`src/rtl/spi_addr_pkg.sv`:
```
package spi_addr_pkg;

    typedef enum logic [1:0] {
        AM_MASK  = 2'd0,
        AM_PAIR  = 2'd1,
        AM_RANGE = 2'd2
    } amode_e;

endpackage

```
`src/rtl/spi_pin_sync.sv`:
```
module spi_pin_sync #(
    parameter int          N       = 3,
    parameter int          STAGES  = 2,
    parameter logic [N-1:0] RST_VAL = '0
) (
    input  logic         clk,
    input  logic         rst_n,
    input  logic [N-1:0] pin_i,
    output logic [N-1:0] sync_o,
    output logic [N-1:0] prev_o
);

    logic [N-1:0] stage_q [STAGES];
    logic [N-1:0] prev_q;

    generate
        for (genvar g = 0; g < STAGES; g++) begin : g_stage
            if (g == 0) begin : g_first
                always_ff @(posedge clk or negedge rst_n) begin
                    if (!rst_n) stage_q[g] <= RST_VAL;
                    else        stage_q[g] <= pin_i;
                end
            end else begin : g_next
                always_ff @(posedge clk or negedge rst_n) begin
                    if (!rst_n) stage_q[g] <= RST_VAL;
                    else        stage_q[g] <= stage_q[g-1];
                end
            end
        end
    endgenerate

    always_ff @(posedge clk or negedge rst_n) begin
        if (!rst_n) prev_q <= RST_VAL;
        else        prev_q <= stage_q[STAGES-1];
    end

    assign sync_o = stage_q[STAGES-1];
    assign prev_o = prev_q;

endmodule

```
`src/rtl/spi_addr_cmp.sv`:
```
module spi_addr_cmp
    import spi_addr_pkg::*;
#(
    parameter int W = 8
) (
    input  logic [1:0]   mode_i,
    input  logic [W-1:0] ref_a_i,
    input  logic [W-1:0] ref_b_i,
    input  logic [W-1:0] cand_i,
    output logic         hit_o
);

    logic [W-1:0] bit_ok;

    generate
        for (genvar b = 0; b < W; b++) begin : g_bit
            assign bit_ok[b] = ref_b_i[b] | ~(cand_i[b] ^ ref_a_i[b]);
        end
    endgenerate

    always_comb begin
        case (mode_i)
            AM_MASK:  hit_o = &bit_ok;
            AM_PAIR:  hit_o = (cand_i == ref_a_i) || (cand_i == ref_b_i);
            AM_RANGE: hit_o = (cand_i >= ref_a_i) && (cand_i <= ref_b_i);
            default:  hit_o = 1'b0;
        endcase
    end

endmodule

```
`src/rtl/spi_addr_target.sv`:
```
module spi_addr_target #(
    parameter int CHAR_W      = 8,
    parameter int SYNC_STAGES = 2
) (
    input  logic              clk,
    input  logic              rst_n,
    input  logic              spi_sck,
    input  logic              spi_ss_n,
    input  logic              spi_mosi,
    output logic              spi_miso,
    output logic              spi_miso_oe,
    input  logic              cfg_addr_en,
    input  logic [1:0]        cfg_amode,
    input  logic [CHAR_W-1:0] cfg_addr,
    input  logic [CHAR_W-1:0] cfg_addr2,
    input  logic              cfg_preload,
    input  logic              tx_wr,
    input  logic [CHAR_W-1:0] tx_data,
    output logic              tx_empty,
    input  logic              rx_rd,
    output logic [CHAR_W-1:0] rx_data,
    output logic              rx_valid,
    output logic              rx_overflow,
    output logic              ss_low_pulse,
    output logic              addr_match_pulse
);

    localparam int CNT_W = (CHAR_W > 1) ? $clog2(CHAR_W) : 1;
    localparam logic [CNT_W-1:0] LAST_BIT = CNT_W'(CHAR_W - 1);

    typedef struct packed {
        logic [CHAR_W-1:0] tx_shift;
        logic [CHAR_W-1:0] tx_hold;
        logic              tx_empty;
        logic              skip_fall;
        logic [CHAR_W-1:0] rx_shift;
        logic [CNT_W-1:0]  bit_cnt;
        logic              active;
        logic              addr_phase;
        logic              matched;
        logic              ignore;
        logic [CHAR_W-1:0] rx_data;
        logic              rx_valid;
        logic              rx_ovf;
        logic              ss_pulse;
        logic              match_pulse;
    } st_t;

    st_t st_d, st_q;

    // synchronised pins: bit 0 SCK, bit 1 select, bit 2 data in
    logic [2:0] pin_s, pin_p;

    spi_pin_sync #(
        .N       (3),
        .STAGES  (SYNC_STAGES),
        .RST_VAL (3'b010)
    ) u_sync (
        .clk    (clk),
        .rst_n  (rst_n),
        .pin_i  ({spi_mosi, spi_ss_n, spi_sck}),
        .sync_o (pin_s),
        .prev_o (pin_p)
    );

    logic sck_rise, sck_fall, ss_fall, ss_rise, mosi_s;
    assign sck_rise = pin_s[0] & ~pin_p[0];
    assign sck_fall = ~pin_s[0] & pin_p[0];
    assign ss_fall  = ~pin_s[1] & pin_p[1];
    assign ss_rise  = pin_s[1] & ~pin_p[1];
    assign mosi_s   = pin_s[2];

    logic [CHAR_W-1:0] rx_word;
    logic              addr_hit;
    assign rx_word = {st_q.rx_shift[CHAR_W-2:0], mosi_s};

    spi_addr_cmp #(.W(CHAR_W)) u_cmp (
        .mode_i  (cfg_amode),
        .ref_a_i (cfg_addr),
        .ref_b_i (cfg_addr2),
        .cand_i  (rx_word),
        .hit_o   (addr_hit)
    );

    always_comb begin
        logic load_now;
        st_d             = st_q;
        st_d.ss_pulse    = 1'b0;
        st_d.match_pulse = 1'b0;
        load_now         = 1'b0;

        if (rx_rd) begin
            st_d.rx_valid = 1'b0;
            st_d.rx_ovf   = 1'b0;
        end

        if (ss_fall) begin
            st_d.active     = 1'b1;
            st_d.bit_cnt    = '0;
            st_d.addr_phase = cfg_addr_en;
            st_d.matched    = 1'b0;
            st_d.ignore     = 1'b0;
            st_d.skip_fall  = 1'b0;
            st_d.ss_pulse   = 1'b1;
            if (cfg_preload && !st_q.tx_empty) begin
                st_d.tx_shift = st_q.tx_hold;
                st_d.tx_empty = 1'b1;
            end
        end else if (ss_rise) begin
            st_d.active     = 1'b0;
            st_d.bit_cnt    = '0;
            st_d.addr_phase = 1'b0;
            st_d.matched    = 1'b0;
            st_d.ignore     = 1'b0;
            st_d.skip_fall  = 1'b0;
        end else if (st_q.active) begin
            if (sck_rise) begin
                st_d.rx_shift = rx_word;
                if (st_q.bit_cnt == LAST_BIT) begin
                    st_d.bit_cnt = '0;
                    if (st_q.addr_phase) begin
                        st_d.addr_phase = 1'b0;
                        if (addr_hit) begin
                            st_d.matched     = 1'b1;
                            st_d.match_pulse = 1'b1;
                            load_now         = 1'b1;
                        end else begin
                            st_d.ignore = 1'b1;
                        end
                    end else if (!st_q.ignore) begin
                        st_d.rx_data  = rx_word;
                        st_d.rx_valid = 1'b1;
                        if (st_q.rx_valid && !rx_rd) st_d.rx_ovf = 1'b1;
                        load_now = 1'b1;
                    end
                end else begin
                    st_d.bit_cnt = st_q.bit_cnt + 1'b1;
                end
            end
            if (sck_fall) begin
                if (st_q.skip_fall) st_d.skip_fall = 1'b0;
                else st_d.tx_shift = {st_q.tx_shift[CHAR_W-2:0], st_q.tx_shift[CHAR_W-1]};
            end
        end

        if (load_now && !st_q.tx_empty) begin
            st_d.tx_shift  = st_q.tx_hold;
            st_d.tx_empty  = 1'b1;
            st_d.skip_fall = 1'b1;
        end

        if (tx_wr) begin
            st_d.tx_hold  = tx_data;
            st_d.tx_empty = 1'b0;
        end
    end

    always_ff @(posedge clk or negedge rst_n) begin
        if (!rst_n) begin
            st_q          <= '0;
            st_q.tx_empty <= 1'b1;
        end else begin
            st_q <= st_d;
        end
    end

    assign spi_miso         = st_q.tx_shift[CHAR_W-1];
    assign spi_miso_oe      = st_q.active & ~st_q.addr_phase & ~st_q.ignore;
    assign tx_empty         = st_q.tx_empty;
    assign rx_data          = st_q.rx_data;
    assign rx_valid         = st_q.rx_valid;
    assign rx_overflow      = st_q.rx_ovf;
    assign ss_low_pulse     = st_q.ss_pulse;
    assign addr_match_pulse = st_q.match_pulse;


    oe_needs_select_chk: assert property (@(posedge clk) disable iff (!rst_n)
        spi_miso_oe |-> !pin_p[1]);


    miss_keeps_quiet_chk: assert property (@(posedge clk) disable iff (!rst_n)
        st_q.ignore |-> (!spi_miso_oe && !addr_match_pulse));


    ss_pulse_single_chk: assert property (@(posedge clk) disable iff (!rst_n)
        ss_low_pulse |=> !ss_low_pulse);


    match_needs_framing_chk: assert property (@(posedge clk) disable iff (!rst_n)
        addr_match_pulse |-> (cfg_addr_en && st_q.active));


    overflow_needs_valid_chk: assert property (@(posedge clk) disable iff (!rst_n)
        $rose(rx_overflow) |-> $past(rx_valid));

endmodule

```
`config.mk`:
```
export PLATFORM = sky130hd
export DESIGN_NAME = spi_addr_target
export DESIGN_NICKNAME = d
export VERILOG_FILES = /design/src/rtl/spi_addr_pkg.sv /design/src/rtl/spi_pin_sync.sv /design/src/rtl/spi_addr_cmp.sv /design/src/rtl/spi_addr_target.sv
export SDC_FILE = /design/constraint.sdc
export NUM_CORES = 1
export LEC_CHECK = 0
export ABC_AREA = 1
export BUFFER_PORTS_ARGS = -buffer_cell sky130_fd_sc_hd__buf_2
export CAP_MARGIN = 20
export CORE_MARGIN = 2
export CORE_UTILIZATION = 55
export CTS_CLUSTER_DIAMETER = 80
export CTS_CLUSTER_SIZE = 12
export DETAILED_ROUTE_END_ITERATION = 7
export PLACE_DENSITY = 0.85
export SYNTH_ARGS = -nofsm -noshare
export SYNTH_HDL_FRONTEND = slang
export SYNTH_SLANG_ARGS = --single-unit
export TNS_END_PERCENT = 20
```
`constraint.sdc`:
```
create_clock -name clk -period 2.1 [get_ports clk]
set_input_delay 0.21 -clock clk [delete_from_list [all_inputs] [get_ports clk]]
set_output_delay 0.21 -clock clk [all_outputs]
set_load 0.05 [all_outputs]
```
==> results by group, run 1 <==
GRT
  – Met3 Use GR: 6.56%
  – Most Used Layer, Global Route: met2
  – Antenna violations before repair: 0
  – Overall overflow remaining after global route: 0
  – Maximum number of pins on one net before global-route repair: 52
  – Global-route total usage across every layer: 21.5%
  – Met1 Resource Use GR: 27.6%
  – M2 GR Usage: 36.0%
  – Vias in the first global route: 2187
  – Global-route wire length before repair: 9.27 mm

Clock tree
  – Clk pin slew, worst setup/hold paths: 90 ps
  – Clock tree from TritonCTS: yes
  – Clock latency of the later-clocked register in the worst-skew pair: 310 ps
  – Clock sink total: 51
  – Number of buffers on the longest clock path: 2
  – Root buf cell: sky130_fd_sc_hd__clkbuf_8
  – Number of buffers created by CTS: 5
  – H-Tree Level Count: 2

STA
  – Setup violations, final: 0
  – RSZ-0062 raised after global routing: true
  – Period utilization: 98.7%
  – Final hold vios: 40
  – Min Clock Period, post-route: 2070 ps
  – Max Freq: 482 MHz
  – Worst Clk Skew: 5.42 ps
  – Worst slew pin tran: 608 ps
  – Number of pins exceeding their max-slew limit in the final report: 0
  – Minimum hold slack: -10.3 ps
  – Worst relative slew slack: 59.5%
  – Total Negative Setup Slacks: 0 ps

Critical path
  – Reg2Reg Launch Point: rx_word[1]
  – Worst EP arrival: 2330 ps
  – WS Path Type: register to register
  – Worst-path fanout max: 8
  – Endpoint of the lowest-slack register-to-register path: st_q[40]
  – Sort of element at the start of the critical path: register
  – Reg2Reg Setup Slack: 30 ps
  – Worst-case reg-to-reg path depth: 14
  – Kind of end point of the critical path: register
  – Worst EP required: 2350 ps

Route
  – DR vias: 2260
  – DRC errors left: 0
  – 1st-pass router iterations: 4
  – Routed Antenna Nets: 0
  – Final WL: 5.70 mm
  – Vias per inst: 4.93
  – Routed length per placed instance: 12.4 um
  – Starting DRC count in detailed routing: 138

Placement
  – PortBufs: 49
  – Cell area reported after detailed placement: 0.00305 mm2
  – Post-placement cell count: 441
  – Gp weighted congestion: 0.987
  – Detailed placer's ending HPWL: 4.02 mm

Status
  – Result of the run: finished, violations left
  – Violated checks: negative hold slack

Die
  – Total number of placement rows: 25
  – Height of the chip: 74.6 um
  – Number of top-level pins: 50
  – Die footprint: 0.00557 mm2
  – Die span in x: 74.6 um
  – Initial Utilization: 57.7%
  – Placeable core region: 0.00475 mm2

Power
  – Largest vdd supply drop: 0.537 mV
  – Total design power: 0.00226 W
  – Leakage power of the design: 1.80 nW
  – Total power divided by cell area: 682 mW/mm2

Yosys
  – Share of synthesized area occupied by flip-flops and latches: 46.7%
  – Number of cells produced by synthesis: 329
  – Synth Cell Area: 0.00274 mm2
  – Largest cells by area after synthesis: sky130_fd_sc_hd__dfrtp_1, sky130_fd_sc_hd__nand2_1, sky130_fd_sc_hd__ha_1
  – Area fraction of the dominant cell type after synthesis: 42.9%
  – Post-synth net total: 384
  – Per-instance average area after synthesis: 8.34 um2
  – Number of synthesized register bits: 51
  – Post-synth top area cell: sky130_fd_sc_hd__dfrtp_1
  – Synthesis Warnings: 0
  – Count of cell types in the netlist: 31

Layout
  – Diodes inserted: 0
  – Area of all placed cells without fillers: 0.00332 mm2
  – Area delta synth->final: 20.9%
  – Leading cell type in the layout, fill and taps excluded: sky130_fd_sc_hd__nand2_1
  – Final layout net count: 445
  – Commonest cells after routing, fill and taps aside: sky130_fd_sc_hd__nand2_1, sky130_fd_sc_hd__inv_1, sky130_fd_sc_hd__buf_2
  – Layout cell share with drive strength beyond 1: 25.6%
  – Post-route non-filler standard cell count: 458

Worst hold path
  – Class of the tightest hold or removal check: input port to async pin

Flow run
  – Max-cap check violation count: 0
per-layer routing:
metal / up-vias / share of wire [%]
li1: 1153 / -
met1: 1030 / 44
met2: 68 / 49
met3: 9 / 5.6
met4: 0 / 1.6
met5: - / 0
synthesized netlist by cell type:
library cell and count:
sky130_fd_sc_hd__nor2_1 17, sky130_fd_sc_hd__dfrtp_1 47, sky130_fd_sc_hd__nand4_1 3, sky130_fd_sc_hd__o21ai_0 20, sky130_fd_sc_hd__nand3_1 15, sky130_fd_sc_hd__clkinv_1 1
sky130_fd_sc_hd__nor3b_1 1, sky130_fd_sc_hd__o22ai_1 1, sky130_fd_sc_hd__nand3_4 1, sky130_fd_sc_hd__nor3_2 1, sky130_fd_sc_hd__nand3_2 1, sky130_fd_sc_hd__nand2_2 2
sky130_fd_sc_hd__inv_1 58, sky130_fd_sc_hd__buf_6 1, sky130_fd_sc_hd__o21ai_1 9, sky130_fd_sc_hd__nor2_4 1, sky130_fd_sc_hd__o211ai_1 3, sky130_fd_sc_hd__o32ai_1 1
sky130_fd_sc_hd__ha_1 20, sky130_fd_sc_hd__o21bai_1 1, sky130_fd_sc_hd__a21oi_1 7, sky130_fd_sc_hd__nand3b_1 8, sky130_fd_sc_hd__nand2_1 88, sky130_fd_sc_hd__buf_4 8
sky130_fd_sc_hd__dfstp_2 4, sky130_fd_sc_hd__a21o_1 1, sky130_fd_sc_hd__nor3_4 1, sky130_fd_sc_hd__clkbuf_1 4, sky130_fd_sc_hd__inv_2 1, sky130_fd_sc_hd__a21oi_4 1
sky130_fd_sc_hd__a22o_1 2
cell type report:
cell class                 count  area (um2)
sequential                    51        1280
clock buffer                   6        72.6
fill                         364        1440
inverter                      60         225
multi-input combinational    205        1240
timing repair buffer          67         400
clock inverter                 2        12.5
tap                           67        83.8
state kept, by name (all words and copies together), names as in the netlist:
| register | cells |
|---|---|
| st_q | 22 |
| rx_data | 8 |
| rx_word | 7 |
| u_sync.stage_q | 3 |
| u_sync.sync_o | 3 |
| u_sync.prev_o | 2 |
| addr_match_pulse | 1 |
| rx_overflow | 1 |
| rx_valid | 1 |
| spi_miso | 1 |
| ss_low_pulse | 1 |
| tx_empty | 1 |
how the worst max path moves through the flow:
stage	startpoint	end	slack, ps	cells past startpoint
2_1_floorplan	u_sync.sync_o[1]	spi_miso	120	10
3_3_place_gp	rx_word[3]	st_q[37]	110	14
3_5_place_dp	rx_word[3]	st_q[42]	20	13
4_1_cts	rx_word[3]	st_q[42]	6	13
5_1_grt	rx_word[1]	st_q[40]	-80	14
6_report	rx_word[1]	st_q[40]	30	14
critical path, cell delays in order, from the launching register on:
cell                       delay [ps]
sky130_fd_sc_hd__dfrtp_1          410
sky130_fd_sc_hd__ha_1             320
sky130_fd_sc_hd__inv_1             50
sky130_fd_sc_hd__o21bai_1         140
sky130_fd_sc_hd__nand2_1           70
sky130_fd_sc_hd__nand2_1           80
sky130_fd_sc_hd__nand2_1           60
sky130_fd_sc_hd__nand2_1           50
sky130_fd_sc_hd__nand3_1          110
sky130_fd_sc_hd__nand3_2          100
sky130_fd_sc_hd__nand3_4          130
sky130_fd_sc_hd__a21oi_4          190
sky130_fd_sc_hd__buf_12           140
sky130_fd_sc_hd__nand3_1           70
sky130_fd_sc_hd__nand2_1           70
through the flow:
stage	utilization [%]	worst slack, ps
2_1_floorplan	-	122
3_3_place_gp	64.2	105
3_5_place_dp	64.2	24.4
4_1_cts	66.2	6.04
5_1_grt	69.8	-80.4
6_report	69.8	26.7
report_power, final:
part	internal (W)	total, W	switching [W]
combinational	0.000219	0.000543	0.000324
clock	0.000233	0.000554	0.000321
sequential	0.00109	0.00117	0.0000729
total	0.00155	0.00226	0.000718
what timing repair did:
item                                   in CTS  in global routing
endpoints found under the hold margin       1                  2
setup buffers                               0                  6
gates resized for setup                     0                 18
hold buffers                                1                  2
setup endpoints to repair                   0                  9
kinds of logic after synthesis:
logic type	Yosys count	synth area share, %
and+or+nand+nor	139	23.1
buffers and inverters	73	11.4
DFF	51	46.7
AOI/OAI and AO/OA	46	9.72
adders and majority gates	20	9.12
Power figures use the tool's default switching activity.
==> run 2, diff against run 1 <==
Settings changed: CORE_UTILIZATION 55 to 45, PLACE_DENSITY 0.85 to 0.73.
==> results by group, run 2 (same netlist as run 1, synthesis figures left out) <==
Layout
  – Post-route non-filler standard cell count: 463 (was 458)
  – Diodes inserted: 0 (unchanged)
  – Area delta synth->final: 20.9% (unchanged)
  – Register bank with the most flops: st_q (unchanged)
  – Leading cell type in the layout, fill and taps excluded: sky130_fd_sc_hd__nand2_1 (unchanged)
  – Final layout net count: 442 (was 445)
  – Max reg flops: 22 (unchanged)
  – Fill cell total of the finished layout: 528 (was 364)
  – Layout cell share with drive strength beyond 1: 26.5% (was 25.6%)
  – Commonest cells after routing, fill and taps aside: sky130_fd_sc_hd__nand2_1, sky130_fd_sc_hd__inv_1, sky130_fd_sc_hd__buf_2 (unchanged)
  – Footprint of the flip-flops and latches: 0.00128 mm2 (about the same)
  – Area of all placed cells without fillers: 0.00332 mm2 (unchanged)
  – Area occupied by multi-input gates: 0.00127 mm2 (was 0.00124 mm2)

STA
  – Period utilization: 101% (was 98.7%)
  – Worst slew pin tran: 641 ps (was 608 ps)
  – Final hold vios: 6 (was 40)
  – Slack of the critical path: -13.0 ps (was 26.7 ps)
  – Worst Clk Skew: 4.29 ps (was 5.42 ps)
  – Minimum hold slack: -9.78 ps (was -10.3 ps)
  – Setup violations, final: 3 (was 0)
  – Min Clock Period, post-route: 2110 ps (was 2070 ps)
  – Number of pins exceeding their max-slew limit in the final report: 0 (unchanged)
  – Max Freq: 473 MHz (was 482 MHz)
  – RSZ-0062 raised after global routing: true (unchanged)
  – Worst relative slew slack: 57.2% (was 59.5%)

Power
  – Psw: 0.000710 W (was 0.000718 W)
  – Largest vdd supply drop: 0.497 mV (was 0.537 mV)
  – Internal Pwr Total: 0.00155 W (about the same)
  – Leakage power of the design: 1.78 nW (was 1.80 nW)
  – Comb pwr share: 23.6% (was 24.0%)
  – Proportion of power drawn by flip-flops and latches: 51.8% (was 51.5%)
  – Power share of the clock group: 24.6% (was 24.5%)
  – Total power divided by cell area: 680 mW/mm2 (was 682 mW/mm2)
  – Net switching share of the total power: 31.5% (was 31.7%)

Clock tree
  – Clock tree from TritonCTS: yes (unchanged)
  – Number of buffers created by CTS: 5 (unchanged)
  – Number of buffers on the longest clock path: 2 (unchanged)
  – Clk pin slew, worst setup/hold paths: 90 ps (about the same)
  – Clock latency of the later-clocked register in the worst-skew pair: 300 ps (was 310 ps)
  – Clock sink total: 51 (unchanged)
  – Root buf cell: sky130_fd_sc_hd__clkbuf_8 (unchanged)
  – H-Tree Level Count: 2 (unchanged)

Critical path
  – Worst-path fanout max: 8 (unchanged)
  – Kind of end point of the critical path: register (unchanged)
  – Max stage delay cell, worst path: sky130_fd_sc_hd__dfstp_2 (was sky130_fd_sc_hd__dfrtp_1)
  – Worst EP required: 2350 ps (about the same)
  – Count of cell instances traversed by the critical path: 9 (was 14)
  – Crit path cell chain: inv_1 > ha_1 > nor3_4 > nand2_2 > nor2_4 > nand3_4 > a21oi_4 > nand3_1 > nand2_1 (was ha_1 > inv_1 > o21bai_1 > nand2_1 > nand2_1 > nand2_1 > nand2_1 > nand3_1 > nand3_2 > nand3_4 > a21oi_4 > buf_12 > nand3_1 > nand2_1)
  – Longest individual stage delay on the worst path: 550 ps (was 410 ps)
  – Worst-case reg-to-reg path depth: 9 (was 14)
  – Worst EP arrival: 2360 ps (was 2330 ps)
  – Delay-heaviest family, CP: simple AND/OR/NAND/NOR gates (unchanged)
  – Sort of element at the start of the critical path: register (unchanged)
  – Buffers & Inverters on Critical Path: 1 (was 2)
  – WS Path Type: register to register (unchanged)

GRT
  – Vias in the first global route: 2100 (was 2187)
  – Global-route total usage across every layer: 18.3% (was 21.5%)
  – Antenna violations before repair: 0 (unchanged)
  – Maximum number of pins on one net before global-route repair: 52 (unchanged)
  – Overall overflow remaining after global route: 0 (unchanged)
  – Global-route wire length before repair: 9.39 mm (was 9.27 mm)

Route
  – 1st-pass router iterations: 4 (unchanged)
  – Final WL: 5.65 mm (was 5.70 mm)
  – Starting DRC count in detailed routing: 103 (was 138)
  – DR vias: 2226 (was 2260)
  – DRC errors left: 0 (unchanged)
  – Routed Antenna Nets: 0 (unchanged)
  – Vias per inst: 4.81 (was 4.93)
  – Routed length per placed instance: 12.2 um (was 12.4 um)

Placement
  – Detailed placer's ending HPWL: 4.18 mm (was 4.02 mm)
  – Gp weighted congestion: 0.826 (was 0.987)
  – Cell area reported after detailed placement: 0.00306 mm2 (was 0.00305 mm2)
  – PortBufs: 49 (unchanged)
  – Worst setup slack before clock tree synthesis: -11.9 ps (was 24.4 ps)
  – Post-placement cell count: 449 (was 441)

Die
  – Height of the chip: 82.1 um (was 74.6 um)
  – Placeable core region: 0.00592 mm2 (was 0.00475 mm2)
  – Initial Utilization: 46.3% (was 57.7%)
  – Total number of placement rows: 28 (was 25)
  – Number of top-level pins: 50 (unchanged)
  – Die footprint: 0.00674 mm2 (was 0.00557 mm2)
  – Die span in x: 82.1 um (was 74.6 um)

Status
  – Result of the run: finished, violations left (unchanged)
  – Violated checks: negative hold slack, negative setup slack (was negative hold slack)

Worst hold path
  – Class of the tightest hold or removal check: input port to async pin (unchanged)

Flow run
  – Max-cap check violation count: 0 (unchanged)
## run 2: changes by cell type in the layout (fill, tap and decap cells not counted), sizes merged
| cell | previous run | this run |
|---|---|---|
| buf | 64 | 62 |
| dlygate4sd3 | 3 | 2 |
## run 2: final timing paths
path | startpoint | endpoint | slack [ps]
min | rst_n | rx_overflow | -10
min in group clk | spi_mosi | u_sync.stage_q[5] | 30
max in group asynchronous | rst_n | rx_word[3] | 1630
min reg2reg | u_sync.stage_q[4] | u_sync.sync_o[1] | 360
max reg2reg | u_sync.sync_o[1] | st_q[38] | -10
max | u_sync.sync_o[1] | st_q[38] | -10
## run 2: layout make-up
cell class,count,area share (%)
clock buffers,6,2.19
well taps,75,2.83
multi-input cells,205,38.2
clock inverters,2,0.377
flip-flops and latches,51,38.7
repair buffers,64,10.9
inverters,60,6.79
## run 2: repair_timing
item / CTS / global route
hold buffers: 2 / 0
buffers inserted: 0 / 4
endpoints found under the hold margin: 2 / 0
setup endpoints to repair: 3 / 9
gates resized for setup: 1 / 20
pin swaps: 0 / 14
## run 2: power groups by stage
stage | Combinational (W) | Sequential [W] | Clock (W)
after global placement | 0.000455 | 0.00118 | 0
after CTS | 0.000481 | 0.00116 | 0.000568
after detailed placement | 0.000474 | 0.00118 | 0
after global routing | 0.000613 | 0.00118 | 0.000608
after floorplan | 0.000299 | 0.00119 | 0
final | 0.000533 | 0.00117 | 0.000554
## run 2: per-layer routing
layer | share of wire (%) | GRT usage, % | wire, um | vias up
met2 | 47 | 29.2 | 2670 | 46
met4 | 0.80 | 5.67 | 45 | 0
met5 | 0 | 0 | 0 | -
li1 | - | - | - | 1146
met3 | 4.7 | 3.63 | 265 | 6
met1 | 47 | 25.0 | 2670 | 1028
## run 2: metrics by stage
step | TNS (ps) | total power [W] | util (%)
final | -20.9 | 0.00226 | 56.0
after global routing | -1260 | 0.00241 | 56.0
after CTS | 0 | 0.00221 | 53.5
after detailed placement | -11.9 | 0.00166 | 51.7
after global placement | 0 | 0.00163 | 51.7
after floorplan | 0 | 0.00149 | -
==> run 3, diff against run 2 <==
Settings changed: CORE_ASPECT_RATIO set to 1.4, SKIP_CTS_REPAIR_TIMING set to 1, TNS_END_PERCENT 20 to unset.
==> results by group, run 3 (same netlist as run 1, synthesis figures left out) <==
GRT
  – Antenna violations before repair: 0 (unchanged)
  – Global-route wire length before repair: 9.16 mm (was 9.39 mm)
  – Maximum number of pins on one net before global-route repair: 28 (was 52)
  – Global-route total usage across every layer: 17.1% (was 18.3%)
  – Overall overflow remaining after global route: 0 (unchanged)
  – Vias in the first global route: 2165 (was 2100)

Power
  – Internal Pwr Total: 0.00174 W (was 0.00155 W)
  – Proportion of power drawn by flip-flops and latches: 46.9% (was 51.8%)
  – Power share of the clock group: 27.2% (was 24.6%)
  – Total power divided by cell area: 705 mW/mm2 (was 680 mW/mm2)
  – Comb pwr share: 25.9% (was 23.6%)
  – Net switching share of the total power: 30.2% (was 31.5%)
  – Largest vdd supply drop: 0.500 mV (was 0.497 mV)
  – Psw: 0.000753 W (was 0.000710 W)
  – Leakage power of the design: 1.82 nW (was 1.78 nW)

Route
  – Vias per inst: 4.95 (was 4.81)
  – Routed length per placed instance: 12.8 um (was 12.2 um)
  – DR vias: 2299 (was 2226)
  – Routed Antenna Nets: 0 (unchanged)
  – 1st-pass router iterations: 4 (unchanged)
  – DRC errors left: 0 (unchanged)
  – Starting DRC count in detailed routing: 64 (was 103)
  – Final WL: 5.92 mm (was 5.65 mm)

Placement
  – PortBufs: 49 (unchanged)
  – Gp weighted congestion: 0.859 (was 0.826)
  – Post-placement cell count: 444 (was 449)
  – Detailed placer's ending HPWL: 4.22 mm (was 4.18 mm)

STA
  – Setup violations, final: 0 (was 3)
  – Min Clock Period, post-route: 2050 ps (was 2110 ps)
  – Final hold vios: 0 (was 6)
  – Number of pins exceeding their max-slew limit in the final report: 0 (unchanged)
  – Worst Clk Skew: 14.5 ps (was 4.29 ps)
  – Worst relative slew slack: 57.7% (was 57.2%)
  – Period utilization: 97.5% (was 101%)
  – Worst slew pin tran: 634 ps (was 641 ps)
  – Max Freq: 489 MHz (was 473 MHz)
  – Total Negative Setup Slacks: 0 ps (was -20.9 ps)

Die
  – Initial Utilization: 46.8% (was 46.3%)
  – Number of top-level pins: 50 (unchanged)
  – Die span in x: 70.0 um (was 82.1 um)
  – Total number of placement rows: 33 (was 28)
  – Die footprint: 0.00674 mm2 (about the same)
  – Height of the chip: 96.4 um (was 82.1 um)
  – Placeable core region: 0.00586 mm2 (was 0.00592 mm2)

Critical path
  – Worst EP arrival: 2290 ps (was 2360 ps)
  – Sort of element at the start of the critical path: register (unchanged)
  – Worst-case reg-to-reg path depth: 14 (was 9)
  – Kind of end point of the critical path: register (unchanged)
  – Worst-path fanout max: 8 (unchanged)
  – Endpoint of the lowest-slack register-to-register path: st_q[37] (was st_q[38])
  – Reg2Reg Setup Slack: 50 ps (was -10 ps)
  – Worst EP required: 2340 ps (was 2350 ps)
  – WS Path Type: register to register (unchanged)
  – Reg2Reg Launch Point: rx_word[3] (was u_sync.sync_o[1])

Worst hold path
  – Number of instances on the worst hold path: 2
  – Hold Crit Endpoint: rx_overflow
  – Origin of the worst min-delay path: rx_rd
  – Class of the tightest hold or removal check: input port to register (was input port to async pin)

Clock tree
  – Root buf cell: sky130_fd_sc_hd__clkbuf_8 (unchanged)
  – Clock tree from TritonCTS: yes (unchanged)
  – Number of buffers on the longest clock path: 2 (unchanged)
  – H-Tree Level Count: 2 (unchanged)
  – Clock latency of the later-clocked register in the worst-skew pair: 310 ps (was 300 ps)
  – Number of buffers created by CTS: 5 (unchanged)
  – Clk pin slew, worst setup/hold paths: 100 ps (was 90 ps)
  – Clock sink total: 51 (unchanged)

Layout
  – Fill cell total of the finished layout: 488 (was 528)
  – Final layout net count: 448 (was 442)
  – Max reg flops: 22 (unchanged)
  – Register bank with the most flops: st_q (unchanged)
  – Leading cell type in the layout, fill and taps excluded: sky130_fd_sc_hd__nand2_1 (unchanged)
  – Layout cell share with drive strength beyond 1: 31.7% (was 26.5%)
  – Post-route non-filler standard cell count: 464 (was 463)
  – Diodes inserted: 0 (unchanged)
  – Commonest cells after routing, fill and taps aside: sky130_fd_sc_hd__nand2_1, sky130_fd_sc_hd__inv_1, sky130_fd_sc_hd__buf_2 (unchanged)
  – End-of-flow core utilization: 60.4% (was 56.0%)
  – Area delta synth->final: 29.1% (was 20.9%)

Flow run
  – Max-cap check violation count: 0 (unchanged)

Status
  – Result of the run: finished, final reports clean (was finished, violations left)
## run 3: through the flow
step	power, W	worst slack [ps]	instance area, um2	hold slack (ps)
4_1_cts	0.00235	0.534	3180	-73.0
3_5_place_dp	0.00166	31.2	3070	268
3_3_place_gp	0.00164	64.5	3070	259
2_1_floorplan	0.00149	122	2740	-85.6
5_1_grt	0.00264	-60.5	3540	78.7
6_report	0.00250	53.1	3540	85.6
## run 3: how the worst max path moves through the flow
stage | start | end | slack (ps)
3_3_place_gp | rx_word[3] | st_q[40] | 60
6_report | rx_word[3] | st_q[37] | 50
3_5_place_dp | rx_word[3] | st_q[37] | 30
4_1_cts | rx_word[3] | st_q[40] | 0.5
2_1_floorplan | u_sync.sync_o[1] | spi_miso | 120
5_1_grt | rx_word[3] | st_q[40] | -60
## run 3: per-layer routing
layer	part of all wire, %	track usage [%]	vias to the layer above
met5	0	0	-
met4	2.3	6.25	0
met3	4.1	2.80	13
met2	53	32.3	67
met1	41	19.5	1065
li1	-	-	1154
## run 3: cell type report
cell class	count	area (um2)	share of cell area, %
Sequential cell	51	1290	36.3
Tap cell	70	87.6	2.47
Clock buffer	5	68.8	1.94
Inverter	60	225	6.36
Clock inverter	3	43.8	1.24
Timing Repair Buffer	70	445	12.6
Multi-Input combinational cell	205	1380	39.1
## run 3: power groups by stage
stage | Combinational (W) | Clock [W] | Sequential (W)
floorplan | 0.000299 | 0 | 0.00119
global placement | 0.000459 | 0 | 0.00118
detailed placement | 0.000479 | 0 | 0.00118
CTS | 0.000481 | 0.000698 | 0.00117
global route | 0.000720 | 0.000740 | 0.00118
finish | 0.000648 | 0.000680 | 0.00117
## run 3: critical path: stages, from the launching register on
cell and delay, ps:
sky130_fd_sc_hd__dfrtp_1 440, sky130_fd_sc_hd__ha_4 300, sky130_fd_sc_hd__nand2_2 70, sky130_fd_sc_hd__nor2_2 110, sky130_fd_sc_hd__inv_1 70, sky130_fd_sc_hd__nor2_1 120, sky130_fd_sc_hd__nor2_1 50, sky130_fd_sc_hd__nand2_1 70
sky130_fd_sc_hd__nand3_2 80, sky130_fd_sc_hd__nand3_2 100, sky130_fd_sc_hd__nand3_4 100, sky130_fd_sc_hd__a21oi_4 190, sky130_fd_sc_hd__buf_12 140, sky130_fd_sc_hd__nand3_2 70, sky130_fd_sc_hd__nand2_1 80
